File: src/rtl/owm_pkg.sv
package owm_pkg;

    typedef enum logic [1:0] {
        SLOT_WR0 = 2'd0,
        SLOT_WR1 = 2'd1,
        SLOT_RD  = 2'd2
    } slot_kind_e;

    typedef enum logic [1:0] {
        E_IDLE    = 2'd0,
        E_SLOT    = 2'd1,
        E_RECOVER = 2'd2,
        E_DONE    = 2'd3
    } eng_state_e;

    typedef enum logic [1:0] {
        B_IDLE   = 2'd0,
        B_ISSUE  = 2'd1,
        B_WAIT   = 2'd2,
        B_FINISH = 2'd3
    } byte_state_e;

endpackage

File: src/rtl/owm_sync.sv
module owm_sync #(
    parameter int   STAGES  = 2,
    parameter logic RST_VAL = 1'b1
) (
    input  logic clk,
    input  logic rst_n,
    input  logic d,
    output logic q
);

    logic [STAGES-1:0] chain_q;

    always_ff @(posedge clk or negedge rst_n) begin
        if (!rst_n) begin
            chain_q <= {STAGES{RST_VAL}};
        end else begin
            chain_q <= {chain_q[STAGES-2:0], d};
        end
    end

    assign q = chain_q[STAGES-1];

endmodule

File: src/rtl/owm_slot_engine.sv
module owm_slot_engine
    import owm_pkg::*;
#(
    parameter int CLK_HZ    = 50_000_000,
    parameter int W1_LOW_US = 1,
    parameter int RD_LOW_US = 2,
    parameter int SAMPLE_US = 13,
    parameter int VALID_US  = 15,
    parameter int W0_LOW_US = 60,
    parameter int SLOT_US   = 65,
    parameter int REC_US    = 2
) (
    input  logic       clk,
    input  logic       rst_n,
    input  logic       req,
    input  slot_kind_e kind,
    input  logic       bus_sync,
    output logic       idle,
    output logic       drive_low,
    output logic       done,
    output logic       rbit
);

    localparam int CYC_PER_US = CLK_HZ / 1_000_000;
    localparam int W1_CYC     = W1_LOW_US * CYC_PER_US;
    localparam int RD_CYC     = RD_LOW_US * CYC_PER_US;
    localparam int SAMPLE_CYC = SAMPLE_US * CYC_PER_US;
    localparam int VALID_CYC  = VALID_US * CYC_PER_US;
    localparam int W0_CYC     = W0_LOW_US * CYC_PER_US;
    localparam int SLOT_CYC   = SLOT_US * CYC_PER_US;
    localparam int REC_CYC    = REC_US * CYC_PER_US;
    localparam int CNT_W      = $clog2(SLOT_CYC + 1);

    localparam logic [CNT_W-1:0] W1_C      = CNT_W'(W1_CYC);
    localparam logic [CNT_W-1:0] RD_C      = CNT_W'(RD_CYC);
    localparam logic [CNT_W-1:0] W0_C      = CNT_W'(W0_CYC);
    localparam logic [CNT_W-1:0] SAMPLE_C  = CNT_W'(SAMPLE_CYC);
    localparam logic [CNT_W-1:0] VALID_C   = CNT_W'(VALID_CYC);
    localparam logic [CNT_W-1:0] SLOT_LAST = CNT_W'(SLOT_CYC - 1);
    localparam logic [CNT_W-1:0] REC_LAST  = CNT_W'(REC_CYC - 1);

    eng_state_e       st_q, st_d;
    logic [CNT_W-1:0] cnt_q;
    logic [CNT_W-1:0] low_q;
    slot_kind_e       kind_q;
    logic             rbit_q;
    logic             accept;
    logic             sample_en;

    function automatic logic [CNT_W-1:0] low_for(input slot_kind_e k);
        logic [CNT_W-1:0] r;
        unique case (k)
            SLOT_WR0: r = W0_C;
            SLOT_WR1: r = W1_C;
            SLOT_RD:  r = RD_C;
            default:  r = W1_C;
        endcase
        return r;
    endfunction

    assign accept    = (st_q == E_IDLE) && req;
    assign sample_en = (st_q == E_SLOT) && (kind_q == SLOT_RD) && (cnt_q == SAMPLE_C);

    // next-state logic
    always_comb begin
        st_d = st_q;
        unique case (st_q)
            E_IDLE:    if (req)                 st_d = E_SLOT;
            E_SLOT:    if (cnt_q == SLOT_LAST)  st_d = E_RECOVER;
            E_RECOVER: if (cnt_q == REC_LAST)   st_d = E_DONE;
            E_DONE:                             st_d = E_IDLE;
            default:                            st_d = E_IDLE;
        endcase
    end

    // state register and phase counter
    always_ff @(posedge clk or negedge rst_n) begin
        if (!rst_n) begin
            st_q  <= E_IDLE;
            cnt_q <= '0;
        end else begin
            st_q <= st_d;
            if (st_d != st_q || st_q == E_IDLE || st_q == E_DONE) begin
                cnt_q <= '0;
            end else begin
                cnt_q <= cnt_q + 1'b1;
            end
        end
    end

    // captured request and sampled bit
    always_ff @(posedge clk or negedge rst_n) begin
        if (!rst_n) begin
            kind_q <= SLOT_WR1;
            low_q  <= W1_C;
            rbit_q <= 1'b1;
        end else begin
            if (accept) begin
                kind_q <= kind;
                low_q  <= low_for(kind);
            end
            if (sample_en) begin
                rbit_q <= bus_sync;
            end
        end
    end

    // outputs
    always_comb begin
        idle      = (st_q == E_IDLE);
        done      = (st_q == E_DONE);
        drive_low = (st_q == E_SLOT) && (cnt_q < low_q);
        rbit      = rbit_q;
    end

    assert_sample_window_R4: assert property (@(posedge clk) disable iff (!rst_n)
        sample_en |-> (!drive_low && (cnt_q < VALID_C)));

    assert_w0_hold_R2: assert property (@(posedge clk) disable iff (!rst_n)
        ($fell(drive_low) && kind_q == SLOT_WR0) |-> (cnt_q == W0_C));

    assert_slot_start_R5: assert property (@(posedge clk) disable iff (!rst_n)
        $rose(drive_low) |-> (cnt_q == '0 && $past(st_q) == E_IDLE));

    assert_done_pulse_R6: assert property (@(posedge clk) disable iff (!rst_n)
        done |=> !done);

    assert_done_after_recover_R6: assert property (@(posedge clk) disable iff (!rst_n)
        done |-> ($past(st_q) == E_RECOVER && !$past(drive_low)));

endmodule

File: src/rtl/owm_byte_shift.sv
module owm_byte_shift
    import owm_pkg::*;
#(
    parameter int BYTE_W = 8
) (
    input  logic              clk,
    input  logic              rst_n,
    input  logic              byte_req,
    input  logic              byte_read,
    input  logic [BYTE_W-1:0] byte_wdata,
    input  logic              eng_idle,
    input  logic              eng_done,
    input  logic              eng_rbit,
    output logic              slot_req,
    output slot_kind_e        slot_kind,
    output logic              busy,
    output logic              byte_done,
    output logic [BYTE_W-1:0] byte_rdata
);

    localparam int IDX_W = $clog2(BYTE_W);
    localparam logic [IDX_W-1:0] LAST_IDX = IDX_W'(BYTE_W - 1);

    byte_state_e       st_q, st_d;
    logic [BYTE_W-1:0] sh_q;
    logic [IDX_W-1:0]  idx_q;
    logic              dir_q;
    logic              start;

    assign start = (st_q == B_IDLE) && byte_req && eng_idle;

    // next-state logic
    always_comb begin
        st_d = st_q;
        unique case (st_q)
            B_IDLE:   if (start) st_d = B_ISSUE;
            B_ISSUE:             st_d = B_WAIT;
            B_WAIT:   if (eng_done) st_d = (idx_q == LAST_IDX) ? B_FINISH : B_ISSUE;
            B_FINISH:            st_d = B_IDLE;
            default:             st_d = B_IDLE;
        endcase
    end

    // state register and shift datapath
    always_ff @(posedge clk or negedge rst_n) begin
        if (!rst_n) begin
            st_q  <= B_IDLE;
            sh_q  <= '0;
            idx_q <= '0;
            dir_q <= 1'b0;
        end else begin
            st_q <= st_d;
            if (start) begin
                sh_q  <= byte_wdata;
                dir_q <= byte_read;
                idx_q <= '0;
            end else if (st_q == B_WAIT && eng_done) begin
                sh_q  <= {eng_rbit, sh_q[BYTE_W-1:1]};
                idx_q <= idx_q + 1'b1;
            end
        end
    end

    // outputs
    always_comb begin
        slot_req   = (st_q == B_ISSUE);
        slot_kind  = dir_q ? SLOT_RD : (sh_q[0] ? SLOT_WR1 : SLOT_WR0);
        busy       = (st_q != B_IDLE);
        byte_done  = (st_q == B_FINISH);
        byte_rdata = sh_q;
    end

    assert_byte_done_pulse_R9: assert property (@(posedge clk) disable iff (!rst_n)
        byte_done |=> !byte_done);

    assert_issue_when_idle_R8: assert property (@(posedge clk) disable iff (!rst_n)
        slot_req |-> eng_idle);

    assert_busy_ignore_R10: assert property (@(posedge clk) disable iff (!rst_n)
        (st_q == B_WAIT && byte_req) |=> $stable(dir_q));

endmodule

File: src/rtl/owm_master.sv
module owm_master
    import owm_pkg::*;
#(
    parameter int CLK_HZ      = 50_000_000,
    parameter int BYTE_W      = 8,
    parameter int SYNC_STAGES = 2
) (
    input  logic              clk,
    input  logic              rst_n,
    input  logic              slot_req,
    input  logic              slot_read,
    input  logic              slot_wbit,
    output logic              slot_done,
    output logic              slot_rbit,
    input  logic              byte_req,
    input  logic              byte_read,
    input  logic [BYTE_W-1:0] byte_wdata,
    output logic              byte_done,
    output logic [BYTE_W-1:0] byte_rdata,
    output logic              busy,
    input  logic              bus_in,
    output logic              bus_drive_low
);

    logic       bus_sync;
    logic       eng_idle, eng_done, eng_rbit, eng_req;
    slot_kind_e eng_kind, host_kind, wrap_kind;
    logic       wrap_req, wrap_busy;

    owm_sync #(.STAGES(SYNC_STAGES), .RST_VAL(1'b1)) u_sync (
        .clk   (clk),
        .rst_n (rst_n),
        .d     (bus_in),
        .q     (bus_sync)
    );

    assign host_kind = slot_read ? SLOT_RD : (slot_wbit ? SLOT_WR1 : SLOT_WR0);
    assign eng_req   = wrap_busy ? wrap_req : (slot_req && !byte_req);
    assign eng_kind  = wrap_busy ? wrap_kind : host_kind;

    owm_slot_engine #(.CLK_HZ(CLK_HZ)) u_eng (
        .clk       (clk),
        .rst_n     (rst_n),
        .req       (eng_req),
        .kind      (eng_kind),
        .bus_sync  (bus_sync),
        .idle      (eng_idle),
        .drive_low (bus_drive_low),
        .done      (eng_done),
        .rbit      (eng_rbit)
    );

    owm_byte_shift #(.BYTE_W(BYTE_W)) u_byte (
        .clk        (clk),
        .rst_n      (rst_n),
        .byte_req   (byte_req),
        .byte_read  (byte_read),
        .byte_wdata (byte_wdata),
        .eng_idle   (eng_idle),
        .eng_done   (eng_done),
        .eng_rbit   (eng_rbit),
        .slot_req   (wrap_req),
        .slot_kind  (wrap_kind),
        .busy       (wrap_busy),
        .byte_done  (byte_done),
        .byte_rdata (byte_rdata)
    );

    assign slot_done = eng_done && !wrap_busy;
    assign slot_rbit = eng_rbit;
    assign busy      = wrap_busy || !eng_idle;

    assert_host_done_exclusive_R10: assert property (@(posedge clk) disable iff (!rst_n)
        byte_done |-> !slot_done);

endmodule

File: config.mk
export PLATFORM = sky130hd
export DESIGN_NAME = owm_master
export DESIGN_NICKNAME = d
export VERILOG_FILES = /design/src/rtl/owm_pkg.sv /design/src/rtl/owm_sync.sv /design/src/rtl/owm_slot_engine.sv /design/src/rtl/owm_byte_shift.sv /design/src/rtl/owm_master.sv
export SDC_FILE = /design/constraint.sdc
export NUM_CORES = 1
export LEC_CHECK = 0
export BUFFER_PORTS_ARGS = -buffer_cell sky130_fd_sc_hd__buf_2
export CAP_MARGIN = 20
export CORE_ASPECT_RATIO = 2
export CORE_MARGIN = 2
export CORE_UTILIZATION = 50
export DETAILED_ROUTE_END_ITERATION = 16
export GPL_TIMING_DRIVEN = 0
export PLACE_DENSITY = 0.74
export SLEW_MARGIN = 20
export SYNTH_ARGS = -nofsm -noshare
export SYNTH_HDL_FRONTEND = slang
export SYNTH_SLANG_ARGS = --single-unit
File: constraint.sdc
create_clock -name clk -period 5.75 [get_ports clk]
set_clock_uncertainty 0.1 [all_clocks]
set_input_delay 1.15 -clock clk [delete_from_list [all_inputs] [get_ports clk]]
set_output_delay 1.15 -clock clk [all_outputs]
set_load 0.02 [all_outputs]
# Word-level counts from Yosys, hierarchy flattened

Cells that the tools add are included.

Output and inout port bits: 13
Logic and storage cells: 69
Flip-flop bits (word level): 45
Input port bits: 16

Eq/ne operators: 15
Muxes and demuxes: 20
$add $sub $neg: 2
Order comparisons: 1
Reductions and logical operators: 21

Operator list:

| kind                  | number |
|---|---|
| $pmux 12 s2           | 1 |
| $mux 2                | 9 |
| $mux 8                | 2 |
| $pmux 2 s4            | 2 |
| $add 12x1->12 const B | 1 |
| $eq 12x10->1 const B  | 1 |
| $eq 12x12->1 const B  | 1 |
| $eq 12x7->1 const B   | 1 |
| $eq 2x2->1 const B    | 6 |
| $lt 12x12->1          | 1 |
| $mux 12               | 1 |
| $logic_and 1x1->1     | 9 |
| $logic_not 2->1       | 3 |
| $mux 3                | 2 |
| $eq 2x1->1 const B    | 2 |
| $reduce_bool 2->1     | 2 |
| $add 3x1->3 const B   | 1 |
| $eq 3x3->1 const B    | 1 |
| $logic_not 1->1       | 3 |
| $logic_or 1x1->1      | 3 |
| $mux 1                | 3 |
| $ne 2x1->1 const B    | 1 |
| $ne 2x2->1            | 1 |
| $ne 2x2->1 const B    | 1 |
| $reduce_and 2->1      | 1 |

# Longest topological paths before layout

Word-level depth: 9
Mapped depth: 7
Mapped depth without buffers: 6

# By module

From an unflattened synthesis, not the netlist that was laid out.

Cell total of the unflattened synthesis: 202
Area total of the unflattened synthesis: 2,079.5 um2

Modules (own cells, without submodules):

| module          | sequential area each (um2) | instances | area each (um2) | cells each |
|---|---|---|---|---|
| owm_slot_engine | 530.5                      | 1         | 1,234.9         | 122 |
| owm_byte_shift  | 350.3                      | 1         | 733.2           | 69 |
| owm_master      | 0.0                        | 1         | 58.8            | 9 |
| owm_sync        | 52.6                       | 1         | 52.6            | 2 |

# Worst setup path after synthesis

Ideal clock, no wire load.

Kind: register to output
Start: reg u_eng.low_q[9]
End: out bus_drive_low
Buffers on the path: 0
Arrival time: 1,641 ps
Data required time: 4,500 ps
Setup slack: 2,859 ps
Cell stages (with the launch flop): 6
Cell sequence: dfrtp_1 inv_1 ha_1 a211o_1 a211o_1 a21oi_1

Word-level cells in the longest chain between the ends: 2

RTL lines:

| item                   | line                   | RTL |
|---|---|---|
| start, declared        | owm_slot_engine.sv:44  | `logic [CNT_W-1:0] low_q;` |
| start signal, assigned | owm_slot_engine.sv:100 | `low_q <= low_for(kind);` |
| $lt 12x12->1           | owm_slot_engine.sv:112 | `drive_low = (st_q == E_SLOT) && (cnt_q < low_q);` |
| $logic_and 1x1->1      | owm_slot_engine.sv:112 |  |
| end, declared          | owm_master.sv:22       | `output logic bus_drive_low` |

No other way between the ends.

# Final worst setup path

Start: reg u_eng.cnt_q[9]
End: out bus_drive_low

Word-level cells in the longest chain between the ends: 2

RTL lines:

| item                   | line                   | RTL |
|---|---|---|
| start, declared        | owm_slot_engine.sv:43  | `logic [CNT_W-1:0] cnt_q;` |
| start signal, assigned | owm_slot_engine.sv:86  | `cnt_q <= cnt_q + 1'b1;` |
| $lt 12x12->1           | owm_slot_engine.sv:112 |  |
| $logic_and 1x1->1      | owm_slot_engine.sv:112 |  |

No other way between the ends.

==> results.sh <==
export IMPL_yosys_top_cells_area="dfrtp_1, ha_1, dfstp_2, mux2i_1, nand2_1"
export IMPL_rows=32
export IMPL_drc_errors=0
export IMPL_drt_iter0_markers=30
export IMPL_final_area_um2=2280
export IMPL_die_x_um=48.4
export IMPL_nNetsFinal=261
export IMPL_grt_use_total_pct=19.9
export IMPL_gr_usage_met1_pct=19.6
export IMPL_status="finished clean"
export IMPL_endpoint_kind="primary output"
export IMPL_fin_crit_sh_pct=56.8
export IMPL_syn_cell_area_um2=1970
export IMPL_overflow=0
export IMPL_ctsRootBufferMaster="clkbuf_8"
export IMPL_placed_area_um2=2170
export IMPL_viasPerCell=5.37
export IMPL_port_buffers=28
export IMPL_wl_per_cell_um=14.3
export IMPL_gp_congestion=0.812
export IMPL_cts_setup_buffers=0
export IMPL_cts_tree="yes"
export IMPL_first_global_vias=1549
export IMPL_cts_hold_buf=0
export IMPL_dpl_hpwl_mm=3.09
export IMPL_ys_warnings_count=0
export IMPL_report_final_slew_viol_count=0
export IMPL_setup_ws_ns=2.49
export IMPL_synth_cell_types=38
export IMPL_p_per_area_nw_per_um2=213
export IMPL_areaGrowthSynthToFinish_pct=15.8
export IMPL_power_leakage_nw=1.11
export IMPL_ir_drop_uv=215
export IMPL_start_util_pct=51.8
export IMPL_grt_busiest_layer="met2"
export IMPL_syn_inst=197
export IMPL_fmax_mhz=306
export IMPL_diodes=0
export IMPL_cts_clk_slew_worst_paths_ns=0.08
export IMPL_dieArea_um2=4490
export IMPL_drive_above_1_share_pct=23.6
export IMPL_ant_nets=0
export IMPL_synth_top_cell_area_share_pct=39.4
export IMPL_dr_pass1_iters=4
export IMPL_finalHoldViolations=0
export IMPL_grt_met2_usage_pct=38.9
export IMPL_pre_cts_ws_ns=2.80
export IMPL_arrival_ns=2.01
export IMPL_drv_cap=0
export IMPL_path_cells="ha_1 -> a211o_1 -> a211o_1 -> a21oi_1 -> buf_2"
export IMPL_max_stage_delay_ns=0.52
export IMPL_routed_wl_mm=4.07
export IMPL_clockBufferDepth=2
export IMPL_finalSetupTns_ns=0
export IMPL_setup_viol=0
export IMPL_die_h_um=92.8
export IMPL_cts_sinks=36
export IMPL_synth_top_cell_by_area="dfrtp_1"
export IMPL_layout_min_cycle_time_ns=3.26
export IMPL_crit_fanout=5
export IMPL_cp_start_kind="register"
export IMPL_critical_path_class="register to primary output"
export IMPL_antenna_found_initial=0
export IMPL_max_slew_margin_pct=48.2
export IMPL_synth_avg_cell_area_um2=10.0
export IMPL_vias=1526
export IMPL_cp_common_cell="a211o_1"
export IMPL_grt_max_degree=37
export IMPL_cts_buffers_inserted=5
export IMPL_worst_pin_slew_ns=0.776
export IMPL_cts_htree_levels=2
export IMPL_use_met3_pct=3.06
export IMPL_core_um2=3800
export IMPL_hold_path_class="register to register"
export IMPL_cts_resized_gates=0
export IMPL_rsz0062_at_grt="no"
export IMPL_syn_nets=226
export IMPL_ys_seq_elements=36
export IMPL_grt_pass1_wl_mm=6.80
export IMPL_crit_required_ns=4.50
export IMPL_pin_count=29
export IMPL_ys_seq_area_share_pct=46.0
export IMPL_insertion_delay_ns=0.29
export IMPL_critical_path_slowest_cell="dfrtp_1"
-- state kept, by name, summed over array words and instances, names as in the netlist --
signal             flops
u_sync.chain_q         2
u_eng.st_q             2
u_eng.cnt_q           12
u_byte.st_q            2
u_eng.kind_q           1
u_byte.byte_rdata      8
u_eng.low_q            4
u_byte.dir_q           1
u_byte.idx_q           3
u_eng.rbit             1
-- power breakdown --
| group | leakage (nW) | internal (mW) | switching (mW) |
|---|---|---|---|
| sequential | 0.387 | 0.254 | 0.000205 |
| clock | 0.0552 | 0.129 | 0.0920 |
| combinational | 0.670 | 0.00387 | 0.00647 |
| total | 1.11 | 0.387 | 0.0986 |
-- Yosys cell counts --
| cell | number |
|---|---|
| a211o_1 | 3 |
| a21boi_0 | 2 |
| a21oi_1 | 5 |
| a31o_2 | 1 |
| a31oi_1 | 2 |
| a31oi_2 | 1 |
| and2_1 | 1 |
| and3_1 | 1 |
| and4_1 | 2 |
| and4b_1 | 1 |
| buf_2 | 6 |
| buf_4 | 1 |
| buf_6 | 1 |
| dfrtp_1 | 31 |
| dfstp_2 | 5 |
| ha_1 | 13 |
| inv_1 | 13 |
| mux2_2 | 1 |
| mux2i_1 | 10 |
| nand2_1 | 20 |
| nand2b_1 | 3 |
| nand3_1 | 6 |
| nand4_1 | 5 |
| nand4_2 | 1 |
| nand4b_1 | 2 |
| nor2_1 | 18 |
| nor2_2 | 1 |
| nor2b_1 | 4 |
| nor3_1 | 6 |
| nor3b_1 | 2 |
| nor4_1 | 2 |
| nor4_4 | 1 |
| nor4b_2 | 1 |
| o211ai_1 | 3 |
| o21ai_0 | 10 |
| o21ai_1 | 1 |
| xnor2_1 | 6 |
| xor2_1 | 5 |
-- metal layers --
layer / wire, um / part of all wire (%)
met1: 1510 / 37
met2: 2290 / 56
met3: 144 / 3.5
met4: 123 / 3.0
met5: 0 / 0
-- final timing paths --
check,start,end,slack [ns],cells past startpoint
hold / removal,u_sync.chain_q[0],u_sync.chain_q[1],0.26,0
max in group asynchronous,rst_n,u_eng.cnt_q[0],4.22,1
setup / recovery,u_eng.cnt_q[9],bus_drive_low,2.49,5
setup reg to reg,u_eng.cnt_q[2],u_eng.cnt_q[0],4.00,5
hold reg to reg,u_sync.chain_q[0],u_sync.chain_q[1],0.26,0
min in group asynchronous,rst_n,u_eng.low_q[9],0.83,1
-- cell usage in the layout, fill, tap and decap left out, types with 2 or more instances in the layout --
cell type	count
clkbuf_8	5
nor2b_1	4
o21ai_0	10
nor3_1	6
a31oi_1	2
nand3_1	6
nor4_1	2
ha_1	13
inv_1	13
nand2_1	20
nand2b_1	3
mux2i_1	10
nor2_1	18
nor3b_1	2
a21boi_0	2
dfrtp_1	31
and4_1	2
xnor2_1	6
a211o_1	3
nand4b_1	2
dfstp_2	5
o211ai_1	3
nand4_1	5
buf_2	34
xor2_1	5
a21oi_1	5
-- stage by stage --
step | utilization (%) | power (mW) | std cells | hold WS (ns)
floorplan | - | 0.260 | 197 | 0.245
global placement | 57.2 | 0.270 | 276 | 0.246
detailed placement | 57.2 | 0.270 | 276 | 0.250
CTS | 60.0 | 0.489 | 284 | 0.260
global route | 60.0 | 0.501 | 284 | 0.262
finish | 60.0 | 0.486 | 284 | 0.259
-- final cells by class --
| class | count | area [um2] |
|---|---|---|
| fill | 338 | 1520 |
| multi-input combinational | 140 | 966 |
| sequential | 36 | 907 |
| timing repair buffer | 28 | 140 |
| clock buffer | 6 | 72.6 |
| tap | 51 | 63.8 |
| buffer | 8 | 48.8 |
| inverter | 13 | 48.8 |
| clock inverter | 2 | 35.0 |
-- cell families after synthesis --
group	count (synthesis)	synth area share [%]
xor+xnor	11	4.89
compound gates	28	9.02
mux	11	5.65
fa+ha+maj	13	8.25
buf+inv	21	4.95
simple gates	77	21.2
flops	36	46.0
-- critical path: cells and delay by family (launching register included) --
| kind | cells | cell delay [ns] |
|---|---|---|
| AO/OA/AOI/OAI | 3 | 0.71 |
| adder cells (fa/ha/maj) | 1 | 0.31 |
| flip-flops | 1 | 0.52 |
| buffers and inverters | 1 | 0.18 |
Note: power is estimated with default switching activity, not from simulation.
